==> src/rtl/pev_pkg.sv <==
package pev_pkg;

   localparam int unsigned NUM_SRC = 5;

   typedef enum logic [2:0] {
      OP_STAT_CLR = 3'd0,
      OP_MASK_SET = 3'd1,
      OP_MASK_CLR = 3'd2,
      OP_TOP_MSET = 3'd3,
      OP_TOP_MCLR = 3'd4,
      OP_TOP_ACK  = 3'd5
   } pev_op_e;

   // capture-side sources carry the narrower port count
   function automatic bit src_is_capture(input int unsigned idx);
      return (idx == 2) || (idx == 4);
   endfunction

   function automatic int unsigned max2(input int unsigned a, input int unsigned b);
      return (a > b) ? a : b;
   endfunction

   function automatic int unsigned slot_width(input int unsigned play, input int unsigned cap);
      return max2(play, cap);
   endfunction

   function automatic int unsigned data_width(input int unsigned play, input int unsigned cap);
      return max2(slot_width(play, cap), NUM_SRC);
   endfunction

endpackage

==> src/rtl/pev_status_bank.sv <==
module pev_status_bank #(
   parameter int unsigned WIDTH = 4
) (
   input  logic             clk_i,
   input  logic             rst_ni,
   input  logic [WIDTH-1:0] evt_i,
   input  logic [WIDTH-1:0] clr_i,
   input  logic [WIDTH-1:0] mset_i,
   input  logic [WIDTH-1:0] mclr_i,
   output logic [WIDTH-1:0] stat_o,
   output logic [WIDTH-1:0] mask_o,
   output logic             pend_o
);

   logic [WIDTH-1:0] stat_q;
   logic [WIDTH-1:0] mask_q;

   always_ff @(posedge clk_i or negedge rst_ni) begin
      if (!rst_ni) begin
         stat_q <= '0;
         mask_q <= '1;
      end else begin
         stat_q <= (stat_q & ~clr_i) | evt_i;
         mask_q <= (mask_q & ~mclr_i) | mset_i;
      end
   end

   assign stat_o = stat_q;
   assign mask_o = mask_q;
   assign pend_o = |(stat_q & ~mask_q);

   // a set status bit survives every edge without a clear on it
   p_sticky_r2: assert property (@(posedge clk_i) disable iff (!rst_ni)
      1'b1 |=> ((stat_q & $past(stat_q & ~clr_i)) == $past(stat_q & ~clr_i)));

   // an event always lands, even against a clear
   p_event_wins_r4: assert property (@(posedge clk_i) disable iff (!rst_ni)
      1'b1 |=> ((stat_q & $past(evt_i)) == $past(evt_i)));

   // mask set lands, mask clear lands
   p_mask_set_r5: assert property (@(posedge clk_i) disable iff (!rst_ni)
      1'b1 |=> ((mask_q & $past(mset_i)) == $past(mset_i)));
   p_mask_clr_r5: assert property (@(posedge clk_i) disable iff (!rst_ni)
      1'b1 |=> ((mask_q & $past(mclr_i & ~mset_i)) == '0));

endmodule

==> src/rtl/pev_summary.sv <==
module pev_summary #(
   parameter int unsigned N = 5
) (
   input  logic         clk_i,
   input  logic         rst_ni,
   input  logic [N-1:0] pend_i,
   input  logic [N-1:0] ack_i,
   input  logic [N-1:0] mset_i,
   input  logic [N-1:0] mclr_i,
   output logic [N-1:0] top_stat_o,
   output logic [N-1:0] top_mask_o,
   output logic         irq_o
);

   logic [N-1:0] top_q;
   logic [N-1:0] tmask_q;

   always_ff @(posedge clk_i or negedge rst_ni) begin
      if (!rst_ni) begin
         top_q   <= '0;
         tmask_q <= '1;
      end else begin
         top_q   <= (top_q & ~ack_i) | pend_i;
         tmask_q <= (tmask_q & ~mclr_i) | mset_i;
      end
   end

   assign top_stat_o = top_q;
   assign top_mask_o = tmask_q;
   assign irq_o      = |(top_q & ~tmask_q);

   // a pending source is reflected one edge later
   p_top_set_r6: assert property (@(posedge clk_i) disable iff (!rst_ni)
      1'b1 |=> ((top_q & $past(pend_i)) == $past(pend_i)));

   // a summary bit only falls when acknowledged
   p_top_hold_r7: assert property (@(posedge clk_i) disable iff (!rst_ni)
      1'b1 |=> ((top_q & $past(top_q & ~ack_i)) == $past(top_q & ~ack_i)));

   // a summary bit only rises from a pending source
   p_top_cause_r9: assert property (@(posedge clk_i) disable iff (!rst_ni)
      1'b1 |=> (((top_q & ~$past(top_q)) & ~$past(pend_i)) == '0));

   // the interrupt needs a summary bit behind it
   p_irq_src_r8: assert property (@(posedge clk_i) disable iff (!rst_ni)
      irq_o |-> (top_q != '0));

endmodule

==> src/rtl/port_event_irq_bank.sv <==
module port_event_irq_bank
   import pev_pkg::*;
#(
   parameter int unsigned PLAY_PORTS = 4,
   parameter int unsigned CAP_PORTS  = 3
) (
   input  logic                                                   clk_i,
   input  logic                                                   rst_ni,
   input  logic [NUM_SRC*slot_width(PLAY_PORTS, CAP_PORTS)-1:0]   evt_i,
   input  logic                                                   wr_valid_i,
   input  logic [2:0]                                             wr_op_i,
   input  logic [2:0]                                             wr_reg_i,
   input  logic [data_width(PLAY_PORTS, CAP_PORTS)-1:0]           wr_data_i,
   output logic [NUM_SRC*slot_width(PLAY_PORTS, CAP_PORTS)-1:0]   stat_o,
   output logic [NUM_SRC*slot_width(PLAY_PORTS, CAP_PORTS)-1:0]   mask_o,
   output logic [NUM_SRC-1:0]                                     top_stat_o,
   output logic [NUM_SRC-1:0]                                     top_mask_o,
   output logic                                                   irq_o
);

   localparam int unsigned SLOT_W = slot_width(PLAY_PORTS, CAP_PORTS);
   localparam int unsigned DATA_W = data_width(PLAY_PORTS, CAP_PORTS);

   if (PLAY_PORTS < 1 || CAP_PORTS < 1) begin : g_bad_ports
      $error("port counts must be at least one");
   end
   if (PLAY_PORTS > 31 || CAP_PORTS > 31) begin : g_bad_width
      $error("port counts must fit a status word");
   end

   // write decode
   logic                 op_stat_clr, op_mask_set, op_mask_clr;
   logic                 op_top_mset, op_top_mclr, op_top_ack;
   logic [NUM_SRC-1:0]   src_hit;
   logic [NUM_SRC-1:0]   pend;
   logic [NUM_SRC-1:0]   top_data;

   always_comb begin
      op_stat_clr = wr_valid_i && (wr_op_i == OP_STAT_CLR);
      op_mask_set = wr_valid_i && (wr_op_i == OP_MASK_SET);
      op_mask_clr = wr_valid_i && (wr_op_i == OP_MASK_CLR);
      op_top_mset = wr_valid_i && (wr_op_i == OP_TOP_MSET);
      op_top_mclr = wr_valid_i && (wr_op_i == OP_TOP_MCLR);
      op_top_ack  = wr_valid_i && (wr_op_i == OP_TOP_ACK);
      for (int k = 0; k < NUM_SRC; k++) begin
         src_hit[k] = (wr_reg_i == 3'(k));
      end
      top_data = wr_data_i[NUM_SRC-1:0];
   end

   for (genvar k = 0; k < NUM_SRC; k++) begin : g_src
      localparam int unsigned BW = src_is_capture(k) ? CAP_PORTS : PLAY_PORTS;

      logic [BW-1:0] b_clr, b_mset, b_mclr, b_stat, b_mask;

      assign b_clr  = (op_stat_clr && src_hit[k]) ? wr_data_i[BW-1:0] : '0;
      assign b_mset = (op_mask_set && src_hit[k]) ? wr_data_i[BW-1:0] : '0;
      assign b_mclr = (op_mask_clr && src_hit[k]) ? wr_data_i[BW-1:0] : '0;

      pev_status_bank #(.WIDTH(BW)) u_bank (
         .clk_i  (clk_i),
         .rst_ni (rst_ni),
         .evt_i  (evt_i[k*SLOT_W +: BW]),
         .clr_i  (b_clr),
         .mset_i (b_mset),
         .mclr_i (b_mclr),
         .stat_o (b_stat),
         .mask_o (b_mask),
         .pend_o (pend[k])
      );

      if (BW < SLOT_W) begin : g_pad
         logic unused_evt_hi;
         assign unused_evt_hi = ^evt_i[k*SLOT_W + BW +: SLOT_W - BW];
         assign stat_o[k*SLOT_W +: SLOT_W] = {{(SLOT_W-BW){1'b0}}, b_stat};
         assign mask_o[k*SLOT_W +: SLOT_W] = {{(SLOT_W-BW){1'b0}}, b_mask};
      end else begin : g_full
         assign stat_o[k*SLOT_W +: SLOT_W] = b_stat;
         assign mask_o[k*SLOT_W +: SLOT_W] = b_mask;
      end
   end

   if (DATA_W > NUM_SRC) begin : g_data_sink
      logic unused_data_hi;
      assign unused_data_hi = ^wr_data_i[DATA_W-1:NUM_SRC];
   end

   pev_summary #(.N(NUM_SRC)) u_summary (
      .clk_i      (clk_i),
      .rst_ni     (rst_ni),
      .pend_i     (pend),
      .ack_i      (op_top_ack  ? top_data : '0),
      .mset_i     (op_top_mset ? top_data : '0),
      .mclr_i     (op_top_mclr ? top_data : '0),
      .top_stat_o (top_stat_o),
      .top_mask_o (top_mask_o),
      .irq_o      (irq_o)
   );

   // an invalid op never moves the summary mask
   p_bad_op_r11: assert property (@(posedge clk_i) disable iff (!rst_ni)
      (wr_valid_i && wr_op_i > 3'd5) |=> $stable(top_mask_o));

endmodule

==> config.mk <==
export PLATFORM = sky130hd
export DESIGN_NAME = port_event_irq_bank
export DESIGN_NICKNAME = d
export VERILOG_FILES = /design/src/rtl/pev_pkg.sv /design/src/rtl/pev_status_bank.sv /design/src/rtl/pev_summary.sv /design/src/rtl/port_event_irq_bank.sv
export SDC_FILE = /design/constraint.sdc
export NUM_CORES = 1
export LEC_CHECK = 0
export ABC_AREA = 1
export BUFFER_PORTS_ARGS = -buffer_cell sky130_fd_sc_hd__buf_2
export CORE_AREA = 3 3 59 116
export CTS_BUF_LIST = sky130_fd_sc_hd__clkbuf_4
export DETAILED_ROUTE_END_ITERATION = 6
export DIE_AREA = 0 0 62 119
export GPL_TIMING_DRIVEN = 1
export HOLD_SLACK_MARGIN = 0.12
export PLACE_DENSITY = 0.65
export SETUP_SLACK_MARGIN = 0.5
export SKIP_CTS_REPAIR_TIMING = 1
export SYNTH_ARGS = -nofsm -noshare
export SYNTH_HDL_FRONTEND = slang
export SYNTH_SLANG_ARGS = --single-unit
==> constraint.sdc <==
create_clock -name clk_i -period 1.3 [get_ports clk_i]
set_input_delay 0.13 -clock clk_i [delete_from_list [all_inputs] [get_ports clk_i]]
set_output_delay 0.13 -clock clk_i [all_outputs]
set_load 0.01 [all_outputs]
# Word level (Yosys, flattened, before mapping)
# Index checks and enable logic that the tools add are counted.
[word_totals]
reg_bits = 46
latchBits = 0
ram_bits = 0
rom_bits = 0
input_bits = 34
output_inout_bits = 51
elab_cells = 116
mem_count = 0
[classes]
add_sub_neg = 0
n_mul = 0
div = 0
order_cmp = 0
eq_ne = 9
shifts = 0
muxes = 18
bitwise_logic = 48
reduce_logical = 29
[op_table]
columns = ["op", "n"]
rows = [
  ["AND 4 bit", 9],
  ["2-to-1 mux 4 bit", 9],
  ["inverter 4 bit", 9],
  ["bitwise OR 4 bit", 6],
  ["logical AND 1 bit", 21],
  ["AND 3 bit", 6],
  ["2-to-1 mux 3 bit", 6],
  ["inverter 3 bit", 6],
  ["AND 5 bit", 3],
  ["2-to-1 mux 5 bit", 3],
  ["inverter 5 bit", 3],
  ["== test 3 x 2 -> 1 bit (second input constant)", 4],
  ["bitwise OR 3 bit", 4],
  ["OR reduction 4 bit", 3],
  ["bitwise OR 5 bit", 2],
  ["== test 3 bit (second input constant)", 3],
  ["== test 3 x 1 -> 1 bit (second input constant)", 2],
  ["zero test 3 bit", 2],
  ["OR reduction 3 bit", 2],
  ["OR reduction 5 bit", 1],
]

# Depth between registers and ports, before layout
# Gate-level depths: netlist (run 1).
[logic_depth]
depth_word = 7
ltp_mapped = 7
depth_no_buf = 7

# Modules after synthesis
# Synthesis (run 1) repeated with hierarchy kept, for this count alone.
[unflattened]
hier_cells = 306
hier_area_um2 = 2416.1
[by_module_without_submodules]
columns = ["module", "instances", "cells_each", "area_per_inst_um2", "seq_area_each_um2"]
rows = [
  ["pev_status_bank at g_src[0].u_bank ...", 3, 33, 329.1, 205.2],
  ["port_event_irq_bank", 1, 124, 521.8, 0.0],
  ["pev_status_bank at g_src[2].u_bank ...", 2, 22, 249.0, 153.9],
  ["pev_summary", 1, 39, 409.1, 256.5],
]

# Worst setup path after synthesis (run 1)
# No wires, ideal clock.
[synth_path]
kind = "reg-to-output"
start = "register u_summary.tmask_q[4] (netlist: u_summary.top_mask_o[4])"
end = "output irq_o"
arrival_ns = 0.854
t_required_ns = 1.170
setup_slack_ns = 0.316
path_stages_with_launch = 6
path_buffers = 0
cell_sequence = "dfstp_2 inv_1 nand2_1 o21ai_0 inv_1 nand4_1"
[synth_between]
elab_chain_len = 3
[synth_lines]
columns = ["item", "line_no", "source"]
rows = [
  ["start: declaration", "pev_summary.sv:16", "logic [N-1:0] tmask_q;"],
  ["start signal: assignment", "pev_summary.sv:24", "tmask_q <= (tmask_q & ~mclr_i) | mset_i;"],
  ["inverter 5 bit", "pev_summary.sv:30", "assign irq_o = |(top_q & ~tmask_q);"],
  ["AND 5 bit", "pev_summary.sv:30", ""],
  ["OR reduction 5 bit", "pev_summary.sv:30", ""],
  ["end: declaration", "port_event_irq_bank.sv:18", "output logic irq_o"],
]
# No other way between the ends.

# Worst setup path in the final report (run 1)
# Same ends and word-level chain as after synthesis.

==> results of run 1 <==
==> worst paths after layout <==
kind                                           start                        end  slack [ns]  cells past startpoint
max                          u_summary.top_mask_o[4]                      irq_o       -0.16                      6
min                                     wr_data_i[2]  g_src[2].u_bank.mask_o[2]        0.06                      3
max reg2reg                g_src[0].u_bank.mask_o[2]    u_summary.top_stat_o[0]        0.30                      3
min reg2reg                g_src[1].u_bank.mask_o[0]  g_src[1].u_bank.mask_o[0]        0.50                      2
max in group asynchronous                     rst_ni  g_src[1].u_bank.mask_o[3]        0.75                      3
min in group asynchronous                     rst_ni  g_src[2].u_bank.stat_o[0]        0.25                      3
==> per-layer routing <==
metal  vias to the layer above  track usage (%)  wire length, µm
li1                       1180                -                -
met1                      1126             19.3             2360
met2                        60             33.1             3810
met3                        13             2.71              289
met4                         0             6.37              150
met5                         -                0                0
==> registers in the layout (all words and copies together), names as in the netlist <==
| signal | flops |
|---|---|
| u_summary.top_stat_o | 5 |
| g_src.u_bank.stat_o | 18 |
| u_summary.top_mask_o | 5 |
| g_src.u_bank.mask_o | 18 |
==> Yosys cell counts (all sizes together) <==
cell type,number,area share (%)
clkbuf,3,0.57
dfrtp,23,24
dfstp,23,25
nand2,109,18
inv,56,8.8
o21ai,16,3.3
nand4,1,0.26
buf,10,3.0
conb,1,0.16
nand3,42,9.4
o22ai,8,2.1
nor2,20,5.5
==> cell type report <==
type / count / area, µm²
Clock inverter: 2 / 37.5
Tap cell: 84 / 105
Fill cell: 568 / 2440
Multi-Input combinational cell: 200 / 1060
Inverter: 56 / 233
Sequential cell: 46 / 1180
Clock buffer: 6 / 45.0
Timing Repair Buffer: 121 / 953
==> logic make-up after synthesis <==
kind of cell	synth area share [%]
flip-flops	49.0
other	0.156
AO/OA/AOI/OAI	5.40
buffers and inverters	12.4
AND/OR/NAND/NOR	33.0
==> cells in the final DEF (no fill, tap or decap), types with 2 or more instances in the layout <==
cell type / count
buf_12: 3
buf_2: 56
buf_4: 16
buf_6: 26
clkbuf_4: 6
conb_1: 4
dfrtp_1: 23
dfstp_2: 23
dlygate4sd3_1: 20
inv_1: 48
inv_2: 4
inv_4: 2
nand2_1: 95
nand2_2: 11
nand2_4: 3
nand3_1: 31
nand3_2: 11
nor2_1: 6
nor2_2: 8
nor2_4: 6
o21ai_0: 7
o21ai_1: 9
o22ai_1: 2
o22ai_2: 5
==> worst max-delay path, delay by kind of cell (launching register included) <==
kind,cells,cell delay [ns]
simple gates,2,0.11
compound gates,1,0.05
buf+inv,3,0.23
flops,1,0.57
==> power by group through the flow <==
stage / logic, mW / clock network [mW] / registers, mW
2_1_floorplan: 0.259 / 0 / 1.78
3_3_place_gp: 0.567 / 0 / 1.74
3_5_place_dp: 0.578 / 0 / 1.75
4_1_cts: 0.580 / 0.930 / 1.72
5_1_grt: 0.898 / 0.984 / 1.77
6_report: 0.814 / 0.904 / 1.75
==> impl_metrics.json, run 1 <==
{
  "antenna_cells": 0,
  "nets": 464,
  "wire_per_inst_um": 12.8,
  "violations": "negative setup slack",
  "dpl.hpwl_mm": 4.66,
  "pwr-share-comb_pct": 23.4,
  "dieArea_um2": 7380,
  "total_power_mw": 3.47,
  "worstPathRequired_ns": 1.17,
  "ys_seq_elements": 46,
  "skew_ns": 0.00931,
  "crit_slowest_cell": "dfstp_2",
  "fin_crit_ns": 1.46,
  "slew_viol_final": 0,
  "clk_root_buffer_cell": "clkbuf_4",
  "grt_max_degree": 47,
  "antenna_found_initial": 0,
  "netlist_instances": 312,
  "die_w_um": 62,
  "synth_cell_types": 22,
  "cp.arrival_ns": 1.33,
  "hold_ws_ns": 0.0631,
  "cts_buffers": 5,
  "cts.path.max_buffers": 2,
  "fp-row-count": 40,
  "antenna_left": 0,
  "grt_pass1_vias": 2219,
  "gp_congestion": 0.767,
  "grt_pass1_wl_mm": 10.2,
  "p_per_area_nw_per_um2": 961,
  "path_cells": "inv_2 -> nand2_2 -> o21ai_1 -> inv_1 -> nand4_1 -> buf_2",
  "cpPeakStageDelay_ns": 0.57,
  "internal_power_mw": 2.48,
  "clk_pin_slew_ns": 0.14,
  "finish.cell_count_without_fillers": 515,
  "stdcell_area_um2": 3610,
  "postLayoutSetupSlackWorst_ns": -0.156,
  "core_um2": 6060,
  "path_max_fanout": 3,
  "cap_violations": 0,
  "grt-ovfl-total": 0,
  "outcome": "complete, but fails checks",
  "synth_area_um2": 2410,
  "area_growth_syn_to_layout_pct": 50.1,
  "initial_core_util_pct": 39.8,
  "cts.sinks": 46,
  "vias": 2379,
  "grt_use_total_pct": 18.0,
  "syn_area_per_cell_um2": 7.72,
  "final_core_util_pct": 59.7,
  "pwr-share-seq_pct": 50.5,
  "clock_latency_ns": 0.37,
  "drive_gt1_share_pct": 42.9,
  "first_pass_iters": 4,
  "clock.fmax_mhz": 687,
  "power_leakage_nw": 1.88,
  "p_clk_share_pct": 26.0,
  "drt-total-wl_mm": 6.61,
  "cts_tree": "built",
  "p_sw_share_pct": 28.5,
  "finalSetupViolations": 1,
  "hold_viol": 0,
  "postPlaceCellArea_um2": 2970,
  "io_pins": 85,
  "rsz0062_at_grt": "true",
  "port_buffers": 78,
  "die_h_um": 119,
  "cp-end-kind": "primary output",
  "fin_crit_sh_pct": 112,
  "hp-class": "in -> reg",
  "yosys_warnings": 0,
  "finalSetupTns_ns": -0.156,
  "worstSetupPathType": "reg -> out",
  "switchingPower_mw": 0.989,
  "start_kind": "register",
  "peakVddDrop_mv": 0.613,
  "place_inst": 470,
  "dp_slack_ns": 0.189,
  "seq_area_frac_synth_pct": 49.0,
  "dr.first_iter.drc_count": 71,
  "route.detailed.drc": 0,
  "h-tree-depth": 2,
  "routed_via_density": 4.62
}
Note: power is estimated with default switching activity, not from simulation.
==> run 2, diff against run 1 <==
--- a/config.mk
+++ b/config.mk
@@ -7,10 +7,10 @@
 export LEC_CHECK = 0
 export ABC_AREA = 1
 export BUFFER_PORTS_ARGS = -buffer_cell sky130_fd_sc_hd__buf_2
-export CORE_AREA = 3 3 59 116
+export CORE_AREA = 2 2 58 115
 export CTS_BUF_LIST = sky130_fd_sc_hd__clkbuf_4
 export DETAILED_ROUTE_END_ITERATION = 6
-export DIE_AREA = 0 0 62 119
+export DIE_AREA = 0 0 60 117
 export GPL_TIMING_DRIVEN = 1
 export HOLD_SLACK_MARGIN = 0.12
 export PLACE_DENSITY = 0.65
@@ -19,3 +19,4 @@
 export SYNTH_ARGS = -nofsm -noshare
 export SYNTH_HDL_FRONTEND = slang
 export SYNTH_SLANG_ARGS = --single-unit
+export TNS_END_PERCENT = 50
==> run 2 against run 1 <==
The run still ends with negative setup slack left. Critical path depth stayed put. Die area is 4.9% lower. Hold slack better by 0.0068 ns. Register-to-register slack worse by 0.02 ns. Core utilization is 2.9 points lower. Non-clock buffer count is 7 lower. Power is 6.3% lower. Routed wire length is 6.1% lower. Combinational power is 0.7% higher. Final cell count is 0.97% lower. Setup slack better by 0.0040 ns. Count of clock-buffer cells in the layout stayed put. Highest routed layer unchanged.
==> impl_metrics.json, run 2 (synthesis gave the netlist of run 1 again) <==
{
  "power_leakage_nw": 1.84,
  "cp-end-kind": "primary output",
  "core_um2": 6210,
  "drt-total-wl_mm": 6.20,
  "grt_use_total_pct": 17.6,
  "clock.fmax_mhz": 689,
  "route.detailed.drc": 0,
  "internal_power_mw": 2.29,
  "path_max_fanout": 3,
  "die_w_um": 60,
  "grt-ovfl-total": 0,
  "initial_core_util_pct": 38.8,
  "fin_crit_sh_pct": 112,
  "reg2reg_from": "g_src[4].u_bank.mask_o[1]",
  "violations": "negative setup slack",
  "hold_viol": 0,
  "slew_viol_final": 0,
  "rr_endpoint": "u_summary.top_stat_o[4]",
  "vias": 2315,
  "fp-row-count": 41,
  "cp.arrival_ns": 1.32,
  "pwr-share-seq_pct": 53.8,
  "outcome": "complete, but fails checks",
  "r2r_setup_slack_ns": 0.28,
  "grt_pass1_wl_mm": 9.40,
  "grt_max_degree": 47,
  "cts.sinks": 46,
  "dieArea_um2": 7020,
  "peakVddDrop_mv": 0.709,
  "first_pass_iters": 6,
  "start_kind": "register",
  "finalSetupTns_ns": -0.152,
  "area_growth_syn_to_layout_pct": 46.3,
  "antenna_cells": 0,
  "holdPathEnd": "u_summary.top_mask_o[4]",
  "dpl.hpwl_mm": 4.16,
  "port_buffers": 78,
  "p_sw_share_pct": 29.8,
  "cpPeakStageDelay_ns": 0.57,
  "p_per_area_nw_per_um2": 923,
  "rsz0062_at_grt": "true",
  "cts_tree": "built",
  "gp_congestion": 0.772,
  "antenna_left": 0,
  "h-tree-depth": 2,
  "die_h_um": 117,
  "total_power_mw": 3.25,
  "worstSetupPathType": "reg -> out",
  "cap_violations": 0,
  "path_delay_family": "flip-flops",
  "layout_commonest_cell": "nand2_1",
  "fin_crit_ns": 1.45,
  "reg2reg_depth": 4,
  "cts_buffers": 5,
  "pwr-share-comb_pct": 25.2,
  "layout_common_cells": "97 x nand2_1, 56 x buf_2, 47 x inv_1",
  "wire_per_inst_um": 12.2,
  "crit_slowest_cell": "dfstp_2",
  "grt_pass1_vias": 2128,
  "nets": 457,
  "antenna_found_initial": 0,
  "skew_ns": 0.0189,
  "routed_via_density": 4.54,
  "drive_gt1_share_pct": 41.0,
  "hp-class": "in -> reg",
  "clock_latency_ns": 0.38,
  "worstPathRequired_ns": 1.17,
  "clk_pin_slew_ns": 0.14,
  "cts.path.max_buffers": 2,
  "postLayoutSetupSlackWorst_ns": -0.152,
  "io_pins": 85,
  "path_cells": "inv_2 -> nand2_1 -> o21ai_1 -> inv_1 -> nand4_1 -> buf_2",
  "p_clk_share_pct": 21.1,
  "dr.first_iter.drc_count": 72,
  "switchingPower_mw": 0.970,
  "crit_buf_inv": 3,
  "clk_root_buffer_cell": "clkbuf_4",
  "min_path_cells": 4,
  "finalSetupViolations": 1,
  "hp-start": "wr_data_i[4]"
}
[run 2: worst max-delay path by stage]
stage / startpoint / to / slack, ns / depth (start not counted)
finish: u_summary.top_mask_o[4] / irq_o / -0.15 / 6
global route: u_summary.top_mask_o[4] / irq_o / -0.23 / 6
CTS: u_summary.top_mask_o[4] / irq_o / -0.16 / 6
detailed placement: wr_op_i[0] / g_src[3].u_bank.mask_o[1] / 0.23 / 7
global placement: g_src[3].u_bank.mask_o[1] / u_summary.top_stat_o[3] / 0.24 / 3
floorplan: u_summary.top_mask_o[4] / irq_o / 0.33 / 5
[run 2: final cells by class]
type,count,area [µm²]
clock buffers,6,45.0
fillers,598,2680
clock inverters,2,8.76
inverters,56,233
flip-flops and latches,46,1180
multi-input cells,200,1050
repair buffers,114,897
well taps,86,108
[run 2: through the flow]
stage / setup slack (ns) / std cells / cell area [µm²] / util (%) / hold slack [ns]
finish: -0.152 / 510 / 3520 / 56.8 / 0.0699
detailed placement: 0.234 / 472 / 2970 / 47.8 / 0.131
global route: -0.230 / 510 / 3520 / 56.8 / 0.0986
floorplan: 0.333 / 315 / 2490 / - / -0.166
global placement: 0.242 / 472 / 2970 / 47.8 / 0.132
CTS: -0.161 / 480 / 3020 / 48.7 / -0.288
[run 2: worst reg2reg max path: stages (launching register included)]
cell     delay, ns
dfstp_2       0.58
buf_6         0.11
o22ai_4       0.06
nor2_2        0.13
nand2_1       0.06
[run 2: power groups by stage]
stage                     clock network [mW]  registers [mW]  logic (mW)
after floorplan                            0            1.78       0.258
after global placement                     0            1.74       0.560
after detailed placement                   0            1.74       0.571
after CTS                              0.710            1.72       0.570
after global routing                   0.771            1.77       0.903
final                                  0.685            1.75       0.820
[run 2: layer usage]
layer  vias up  part of all wire [%]  track usage [%]
met5         -                     0                0
li1       1172                     -                -
met4         0                   1.7             7.11
met1      1054                    44             21.9
met3         9                   5.1             3.85
met2        80                    50             29.0
